`config.mk`:
```
export PLATFORM = sky130hd
export DESIGN_NAME = prio_irq_ctrl
export DESIGN_NICKNAME = d
export VERILOG_FILES = /design/src/rtl/pic_pkg.sv /design/src/rtl/pic_capture.sv /design/src/rtl/pic_resolver.sv /design/src/rtl/prio_irq_ctrl.sv
export SDC_FILE = /design/constraint.sdc
export NUM_CORES = 1
export LEC_CHECK = 0
export CAP_MARGIN = 10
export CORE_MARGIN = 2
export CORE_UTILIZATION = 60
export CTS_BUF_LIST = sky130_fd_sc_hd__clkbuf_8
export DETAILED_ROUTE_END_ITERATION = 12
export PLACE_DENSITY = 0.93
export SYNTH_ARGS = -nofsm -noshare
export SYNTH_HDL_FRONTEND = slang
export SYNTH_HIERARCHICAL = 1
export SYNTH_SLANG_ARGS = --single-unit
```
`constraint.sdc`:
```
create_clock -name clk -period 9.4 [get_ports clk]
set_clock_uncertainty 0.1 [all_clocks]
set_input_delay 1.88 -clock clk [delete_from_list [all_inputs] [get_ports clk]]
set_output_delay 1.88 -clock clk [all_outputs]
set_load 0.1 [all_outputs]
```
`src/rtl/pic_pkg.sv`:
```
package pic_pkg;
  // Register addresses on the write port
  typedef enum logic [1:0] {
    REG_CMD   = 2'd0,
    REG_MASK  = 2'd1,
    REG_MODE  = 2'd2,
    REG_TRIG  = 2'd3
  } pic_reg_e;

  // Command opcodes carried in the two top bits of a REG_CMD write
  typedef enum logic [1:0] {
    OP_NOP      = 2'b00,
    OP_EOI_ANY  = 2'b01,
    OP_EOI_ONE  = 2'b10,
    OP_RSVD     = 2'b11
  } pic_op_e;
endpackage

```
`src/rtl/pic_capture.sv`:
```
module pic_capture #(
  parameter int N = 8
) (
  input  logic         clk,
  input  logic         rst_n,
  input  logic [N-1:0] irq_in,
  input  logic [N-1:0] level_sel,
  input  logic [N-1:0] ack_clr,
  output logic [N-1:0] req
);
  for (genvar i = 0; i < N; i++) begin : g_line
    logic irq_q;
    logic edge_lat;
    always_ff @(posedge clk) begin
      if (!rst_n) begin
        irq_q    <= 1'b0;
        edge_lat <= 1'b0;
      end else begin
        irq_q    <= irq_in[i];
        // a new rising edge wins over a same-cycle acknowledge clear
        edge_lat <= ((edge_lat & ~ack_clr[i]) | (irq_in[i] & ~irq_q)) & ~level_sel[i];
      end
    end
    assign req[i] = level_sel[i] ? irq_in[i] : edge_lat;
  end
endmodule

```
`src/rtl/pic_resolver.sv`:
```
module pic_resolver #(
  parameter int LW = 3,
  localparam int N = 1 << LW
) (
  input  logic [N-1:0]  vec,
  input  logic [LW-1:0] low,
  output logic          found,
  output logic [LW-1:0] idx
);
  // Scan from the lowest-priority slot upward so the highest-priority hit is kept.
  always_comb begin
    found = 1'b0;
    idx   = '0;
    for (int k = N - 1; k >= 0; k--) begin
      logic [LW-1:0] cand;
      cand = low + LW'(k + 1);
      if (vec[cand]) begin
        found = 1'b1;
        idx   = cand;
      end
    end
  end
endmodule

```
`src/rtl/prio_irq_ctrl.sv`:
```
module prio_irq_ctrl
  import pic_pkg::*;
#(
  parameter int LINE_W = 3,
  parameter int BASE_W = 5,
  localparam int N  = 1 << LINE_W,
  localparam int DW = BASE_W + LINE_W
) (
  input  logic          clk,
  input  logic          rst_n,
  input  logic [N-1:0]  irq_in,
  output logic          int_out,
  input  logic          inta,
  output logic [DW-1:0] vec_out,
  output logic          vec_vld,
  input  logic          wr_en,
  input  logic [1:0]    wr_addr,
  input  logic [DW-1:0] wr_data,
  input  logic [1:0]    rd_sel,
  output logic [DW-1:0] rd_data
);
  // Rank 0 is the highest priority; the slot just above 'low' is rank 0.
  function automatic logic [LINE_W-1:0] rank_of(input logic [LINE_W-1:0] line,
                                                input logic [LINE_W-1:0] low);
    return line - low - LINE_W'(1);
  endfunction

  function automatic logic [N-1:0] onehot(input logic [LINE_W-1:0] line);
    return N'(1) << line;
  endfunction

  logic [N-1:0]      mask_q, level_q, isr_q;
  logic [BASE_W-1:0] base_q;
  logic              aeoi_q, rot_q;
  logic [LINE_W-1:0] low_q;

  // Named internal events
  logic [N-1:0]      irr_eff, cand, ack_clr, isr_set, eoi_clr;
  logic [LINE_W-1:0] eff_low, req_idx, isr_idx, eoi_line;
  logic              req_found, isr_found, preempt;
  logic              ack_real, ack_spur, cmd_wr, eoi_any, eoi_one;
  pic_op_e           op;

  assign eff_low = rot_q ? low_q : '1;

  pic_capture #(.N(N)) u_cap (
    .clk(clk), .rst_n(rst_n), .irq_in(irq_in), .level_sel(level_q),
    .ack_clr(ack_clr), .req(irr_eff)
  );

  assign cand = irr_eff & ~mask_q;

  pic_resolver #(.LW(LINE_W)) u_req_pick (
    .vec(cand), .low(eff_low), .found(req_found), .idx(req_idx)
  );

  pic_resolver #(.LW(LINE_W)) u_isr_pick (
    .vec(isr_q), .low(eff_low), .found(isr_found), .idx(isr_idx)
  );

  assign preempt = !isr_found || (rank_of(req_idx, eff_low) < rank_of(isr_idx, eff_low));
  assign int_out = req_found && preempt;

  assign ack_real = inta && int_out;
  assign ack_spur = inta && !int_out;
  assign ack_clr  = ack_real ? onehot(req_idx) : '0;
  assign isr_set  = (ack_real && !aeoi_q) ? onehot(req_idx) : '0;

  assign cmd_wr   = wr_en && (wr_addr == REG_CMD);
  assign op       = pic_op_e'(wr_data[DW-1 -: 2]);
  assign eoi_any  = cmd_wr && (op == OP_EOI_ANY) && isr_found;
  assign eoi_one  = cmd_wr && (op == OP_EOI_ONE);
  assign eoi_line = eoi_any ? isr_idx : wr_data[LINE_W-1:0];
  assign eoi_clr  = (eoi_any || eoi_one) ? onehot(eoi_line) : '0;

  always_ff @(posedge clk) begin
    if (!rst_n) begin
      mask_q  <= '0;
      level_q <= '0;
      isr_q   <= '0;
      base_q  <= '0;
      aeoi_q  <= 1'b0;
      rot_q   <= 1'b0;
      low_q   <= '1;
      vec_out <= '0;
      vec_vld <= 1'b0;
    end else begin
      isr_q   <= (isr_q & ~eoi_clr) | isr_set;
      vec_vld <= inta;
      if (inta) vec_out <= {base_q, ack_spur ? {LINE_W{1'b1}} : req_idx};
      if (wr_en && wr_addr == REG_MASK) mask_q  <= wr_data[N-1:0];
      if (wr_en && wr_addr == REG_TRIG) level_q <= wr_data[N-1:0];
      if (wr_en && wr_addr == REG_MODE) begin
        base_q <= wr_data[DW-1:LINE_W];
        aeoi_q <= wr_data[0];
        rot_q  <= wr_data[1];
        low_q  <= '1;
      end else if (rot_q) begin
        if (ack_real && aeoi_q)      low_q <= req_idx;
        else if (eoi_any || eoi_one) low_q <= eoi_line;
      end
    end
  end

  always_comb begin
    unique case (rd_sel)
      2'd0:    rd_data = DW'(irr_eff);
      2'd1:    rd_data = DW'(isr_q);
      2'd2:    rd_data = DW'(mask_q);
      default: rd_data = DW'(level_q);
    endcase
  end
endmodule

```
# --- Yosys cells after proc, flatten, opt, wreduce, memory -nomap -nowiden ---
# Index checks and enable logic that the tools add are counted.
totals:
  reg_bits: 59
  output_inout_bits: 18
  inputBits: 24
classes:
  mux: 81
  n_reduce_logical: 22
  n_eq_ne: 7
  order_cmp: 9
  shifts: 2
  bitwise: 62
  addsub: 11
ops:
  columns: ["cell", "count"]
  rows:
  - ["$mux W3", 21]
  - ["$bmux W1 S3", 16]
  - ["$mux W1", 40]
  - ["$lt A3 B4 Y1 const B", 8]
  - ["$not A1 Y1", 25]
  - ["$and A1 B1 Y1", 24]
  - ["$mux W8", 3]
  - ["$pmux W8 S3", 1]
  - ["$and A8 B8 Y8", 2]
  - ["$not A8 Y8", 2]
  - ["$shl A1 B3 Y8 const A", 2]
  - ["$add A3 B3 Y3 const B", 4]
  - ["$logic_and A1 B1 Y1", 12]
  - ["$eq A2 B2 Y1 const B", 4]
  - ["$or A1 B1 Y1", 8]
  - ["$or A8 B8 Y8", 1]
  - ["$add A3 B2 Y3 const B", 2]
  - ["$eq A2 B1 Y1 const B", 3]
  - ["$sub A3 B1 Y3 const B", 2]
  - ["$sub A3 B3 Y3", 2]
  - ["$logic_not A2 Y1", 2]
  - ["$add A3 B1 Y3 const B", 1]
  - ["$logic_not A1 Y1", 3]
  - ["$lt A3 B3 Y1", 1]
  - ["other kinds (4)", 5]

# --- Longest topological paths before layout ---
depth:
  depth_word: 23
  ltp_mapped: 26
  mapped_depth_nobuf: 21

# --- Hierarchy ---
# Netlist, hierarchy kept.
by_module_without_submodules:
  columns: ["mod", "instances", "area_each_um2", "cells_per_inst", "seq_area_each_um2"]
  rows:
  - ["prio_irq_ctrl", 1, 2346.0, 232, 860.8]
  - ["pic_resolver", 2, 674.4, 77, 0.0]
  - ["pic_capture", 1, 674.4, 65, 320.3]

# --- Worst setup path before layout ---
# OpenSTA, ideal clock, no wires.
synth_timing:
  path_type: "input-to-output"
  from: "input irq_in[5]"
  to: "output int_out"
  path_slack_ns: 1.914
  required_ns: 7.420
  path_buffers: 1
  stages: 16
  arrival_time_ns: 5.506
  cell_sequence: "mux2_1 > nor2b_1 > mux4_2 > mux2_2 > a221oi_1 > o211ai_1 > nand3_1 > clkbuf_1 > inv_1 > xnor2_1 > ha_1 > a21oi_1 > xnor2_1 > ha_1 > o21ai_0 > a21o_2"
synth_between:
  elab_chain_cells: 17
  elab_cells_between_ends: 39
  cone_classes: "add/sub: 2; order compare: 1; mux: 33; bitwise: 1; reduce/logical: 2"
synth_rtl:
  columns: ["element", "line", "source"]
  rows:
  - ["start: declaration", "prio_irq_ctrl.sv:11", "input logic [N-1:0] irq_in,"]
  - ["$mux W1 *", "pic_capture.sv:24", "assign req[i] = level_sel[i] ? irq_in[i] : edge_lat;"]
  - ["$and A8 B8 Y8 *", "prio_irq_ctrl.sv:51", "assign cand = irr_eff & ~mask_q;"]
  - ["via cand[5]", "prio_irq_ctrl.sv:38", "logic [N-1:0] irr_eff, cand, ack_clr, isr_set, eoi_clr;"]
  - ["$bmux W1 S3", "pic_resolver.sv:17", "if (vec[cand]) begin"]
  - ["$mux W1 (implied by the code)", "pic_resolver.sv:17", null]
  - ["$mux W3 (7 in a row)", "pic_resolver.sv:17", null]
  - ["$mux W3 *", "pic_resolver.sv:17", null]
  - ["via req_idx[1]", "prio_irq_ctrl.sv:39", "logic [LINE_W-1:0] eff_low, req_idx, isr_idx, eoi_line;"]
  - ["$sub A3 B3 Y3 *", "prio_irq_ctrl.sv:25", "return line - low - LINE_W'(1);"]
  - ["$sub A3 B1 Y3 *", "prio_irq_ctrl.sv:25", null]
  - ["$lt A3 B3 Y1 *", "prio_irq_ctrl.sv:61", "assign preempt = !isr_found || (rank_of(req_idx, eff_low) < rank_of(isr_idx, eff_low));"]
  - ["$logic_or A1 B1 Y1 *", "prio_irq_ctrl.sv:61", null]
  - ["$logic_and A1 B1 Y1 *", "prio_irq_ctrl.sv:62", "assign int_out = req_found && preempt;"]
  - ["end: declaration", "prio_irq_ctrl.sv:12", "output logic int_out,"]
# Mark *: on every way through the listed nets, which the timed path passes. The rest lies on a longest branch. The select of a mux whose other input is x is not followed.

# --- Worst setup path in the final report ---
layout_timing:
  from: "input irq_in[5]"
  to: "output int_out"
layout_between:
  elab_chain_cells: 17
  elab_cells_between_ends: 39
  cone_classes: "add/sub: 2; order compare: 1; mux: 33; bitwise: 1; reduce/logical: 2"
layout_rtl:
  columns: ["element", "line"]
  rows:
  - ["$mux W1 *", "pic_capture.sv:24"]
  - ["via irr_eff[5]", "prio_irq_ctrl.sv:38"]
  - ["$and A8 B8 Y8 *", "prio_irq_ctrl.sv:51"]
  - ["via cand[5]", "prio_irq_ctrl.sv:38"]
  - ["$bmux W1 S3", "pic_resolver.sv:17"]
  - ["$mux W1 (implied by the code)", "pic_resolver.sv:17"]
  - ["$mux W3 (7 in a row)", "pic_resolver.sv:17"]
  - ["$mux W3 *", "pic_resolver.sv:17"]
  - ["via req_idx[1]", "prio_irq_ctrl.sv:39"]
  - ["$sub A3 B3 Y3 *", "prio_irq_ctrl.sv:25"]
  - ["$sub A3 B1 Y3 *", "prio_irq_ctrl.sv:25"]
  - ["$lt A3 B3 Y1 *", "prio_irq_ctrl.sv:61"]
  - ["$logic_or A1 B1 Y1 *", "prio_irq_ctrl.sv:61"]
  - ["$logic_and A1 B1 Y1 *", "prio_irq_ctrl.sv:62"]
# Marked as above.

==> results.cfg <==
[global_route]
grt_busiest_layer = met2
gr-usage-met1_pct = 36.7
grt_util_met2_pct = 50.3
largest_net_degree_at_the_start_of_global_routing = 33
antenna_found_initial = 0
globalRoute.totalOverflow = 0
wire_length_of_the_first_global_routing_pass_mm = 18.4
met3_usage_pct = 7.76
groute.usage.overall_pct = 30.2
first_global_vias = 3676

[drt]
drt-wirelength-per-cell_um = 19.7
post_drt_via_cell_ratio = 6.48
vias = 3801
drc_errors = 0
wirelength_mm = 11.6
initialDrtViolationCount = 444
firstDrtPassIters = 5
drtAntennaViolNets = 0

[power_and_ir_drop]
total_leakage_power_uw = 0.00200
power-per-cell-area_mw_per_mm2 = 176
ir_drop_worst_case_vdd_v = 0.000129

[clock_tree]
number_of_cts_inserted_buffers = 9
post_cts.repair.setup_buffers = 0
clk_pin_slew_worst_paths_ps = 70
cts-resized-gates = 0
clock_sinks = 59
cts_hold_buffers = 0
clockBufferDepth = 2
tritoncts = done
cts-htree-levels = 3
clock-root-buffer = sky130_fd_sc_hd__clkbuf_8
source_to_sink_clock_delay_at_the_later_pin_of_the_worst_skew_pair_ps = 340

[cells_and_area]
mostFrequentLayoutCells = 59 x sky130_fd_sc_hd__dfxtp_1, 43 x sky130_fd_sc_hd__nor2b_1, 40 x sky130_fd_sc_hd__clkdlybuf4s50_1, 39 x sky130_fd_sc_hd__mux2i_1, 30 x sky130_fd_sc_hd__nand2b_1
layout-drive-gt1-share_pct = 16.2
layout_commonest_cell = sky130_fd_sc_hd__dfxtp_1
nNetsFinal = 517
syn2layout_area_growth_pct = 14.4
area_of_all_placed_cells_without_fillers_mm2 = 0.00500
antennaDiodeCount = 0

[sta]
timing.final.setup_violations = 0
setup_repair_after_global_routing_missed_its_margin = false
fmax_ghz = 0.121
max_slew_violations = 0
timing_worst_slew_pin_value_ps = 1050
finalHoldViolCount = 0
timing.setup.tns_ps = 0
finalCritPeriodShare_pct = 88.2
final_period_demand_of_the_worst_path_ps = 8290
slew_headroom_pct = 29.6

[logic_synthesis]
post_synth_instance_area_mm2 = 0.00437
synth_warnings = 6
ys_dominant_reg_cell = sky130_fd_sc_hd__dfxtp_1
synthesis.instances = 451
synth_net_count = 485
netlist-cell-type-count = 56
syn-mean-instance-area_um2 = 9.69
postSynth.asyncResetShare_pct = 0
yosysSeqAreaShare_pct = 27.0
synth_enable_flop_cells = 0
ys_ff_latch = 59

[worst_setup_path]
critical_path.max_fanout = 9
critical_path_class = input pin to output pin
register_to_register_path_setup_slack_ps = 3050
worst_setup_path_start_kind = input pin
endpoint_type_of_the_worst_setup_path = output pin
worst_ep_arrival_time_ps = 6310
critical_path_required_ps = 7420

[die]
die_h_um = 89.3
width_of_the_die_um = 89.3
design.portCount = 42
placeableCoreArea_mm2 = 0.00714
std_cell_rows = 31
initial_utilization_pct = 61.2
dieArea_mm2 = 0.00798

[placement]
gpl.final_weighted_congestion = 0.930
detailed_place_hpwl_mm = 8.32
numPortBuffers = 41
place_area_mm2 = 0.00478

[status]
run_status = completed

[run]
maxCapViolations = 0

[worst_hold_path]
hold_path_class = flip-flop to flip-flop
==> sequential cells by signal, summed over array words and instances (netlist names), 3 cells and up <==
register and cells:
base_q 5, level_q 8, u_cap/g_line.irq_q 8, isr_q 8, u_cap/g_line.edge_lat 8, vec_out 8, mask_q 8, low_q 3
==> cell families (layout without fill, tap and decap cells) <==
kind of cell / count (synthesis) / count (layout) / synth area share [%]
buffers and inverters: 42 / 79 / 4.87
XOR/XNOR: 12 / 12 / 2.41
AO/OA/AOI/OAI: 95 / 95 / 15.3
AND/OR/NAND/NOR: 146 / 146 / 19.9
multiplexers: 87 / 87 / 27.7
adder cells (fa/ha/maj): 10 / 10 / 2.86
flip-flops: 59 / 59 / 27.0
==> cells in the mapped netlist, drive strengths merged, types with 2 or more instances <==
cell type  count  share of area, %
dfxtp         59                27
nor2b         43               6.2
mux2i         39               8.9
nand2b        34               5.3
mux2          24               6.4
mux4          24                12
o21ai         23               2.7
a21oi         20               2.5
inv           19               1.6
nand2         16               1.4
clkbuf        12               1.0
nor2          12               1.0
buf           11               2.2
ha            10               2.9
and2           9               1.3
a31oi          8               1.1
o211ai         8               1.4
a211oi         7               1.2
nand3          7              0.80
xnor2          7               1.4
nor3           6              0.69
a22o           5               1.0
xor2           5               1.0
a221oi         4              0.80
o311ai         4              0.80
or3            4              0.63
a21o           3              0.54
and3           3              0.46
nor3b          3              0.52
a22oi          2              0.34
a32o           2              0.46
nand3b         2              0.34
nor4           2              0.29
o22ai          2              0.29
o31ai          2              0.57
or2            2              0.29
or3b           2              0.52
==> power by group <==
group | total [µW] | switching, µW | internal (µW)
clock | 255 | 107 | 149
sequential | 284 | 17.9 | 266
combinational | 342 | 216 | 125
==> metal layers <==
metal | vias to the layer above | routed length [µm]
li1 | 1726 | -
met2 | 209 | 5600
met1 | 1819 | 4510
met3 | 47 | 940
met5 | - | 0
met4 | 0 | 499
==> metrics by stage <==
step | hold slack, ps | util [%] | std cells | power, µW | worst slack (ps)
after floorplan | 341 | - | 451 | 536 | 1910
after global placement | 351 | 67.0 | 571 | 610 | 1420
after detailed placement | 359 | 67.0 | 571 | 617 | 1250
after CTS | 378 | 70.1 | 587 | 874 | 1210
after global routing | 396 | 70.1 | 587 | 912 | 878
final | 375 | 70.1 | 587 | 881 | 1110
==> cell type report <==
class                           count  area (µm²)
Timing Repair Buffer               44         430
Sequential cell                    59        1180
Clock buffer                        9         124
Inverter                           19        71.3
Fill cell                         501        2140
Multi-Input combinational cell    350        2980
Tap cell                           99         124
Clock inverter                      7        93.8
==> critical path, cell delays in order <==
cell,delay (ps)
sky130_fd_sc_hd__clkdlybuf4s50_1,460
sky130_fd_sc_hd__mux2_1,350
sky130_fd_sc_hd__nor2b_1,190
sky130_fd_sc_hd__mux4_2,540
sky130_fd_sc_hd__mux2_2,340
sky130_fd_sc_hd__a211oi_1,310
sky130_fd_sc_hd__o211ai_1,150
sky130_fd_sc_hd__nand3_1,330
sky130_fd_sc_hd__inv_1,150
sky130_fd_sc_hd__xnor2_1,160
sky130_fd_sc_hd__ha_1,210
sky130_fd_sc_hd__a21oi_1,150
sky130_fd_sc_hd__xnor2_1,100
sky130_fd_sc_hd__ha_1,260
sky130_fd_sc_hd__o21ai_0,250
sky130_fd_sc_hd__a21o_2,200
sky130_fd_sc_hd__buf_4,290
==> final timing paths <==
path | startpoint | to | depth (start not counted)
worst max-delay path | irq_in[5] | int_out | 17
worst min-delay path | u_cap/g_line[2].edge_lat | u_cap/g_line[2].edge_lat | 2
worst max register to register | rot_q | isr_q[0] | 21
worst min register to register | u_cap/g_line[2].edge_lat | u_cap/g_line[2].edge_lat | 2
Note: power is estimated with default switching activity, not from simulation.
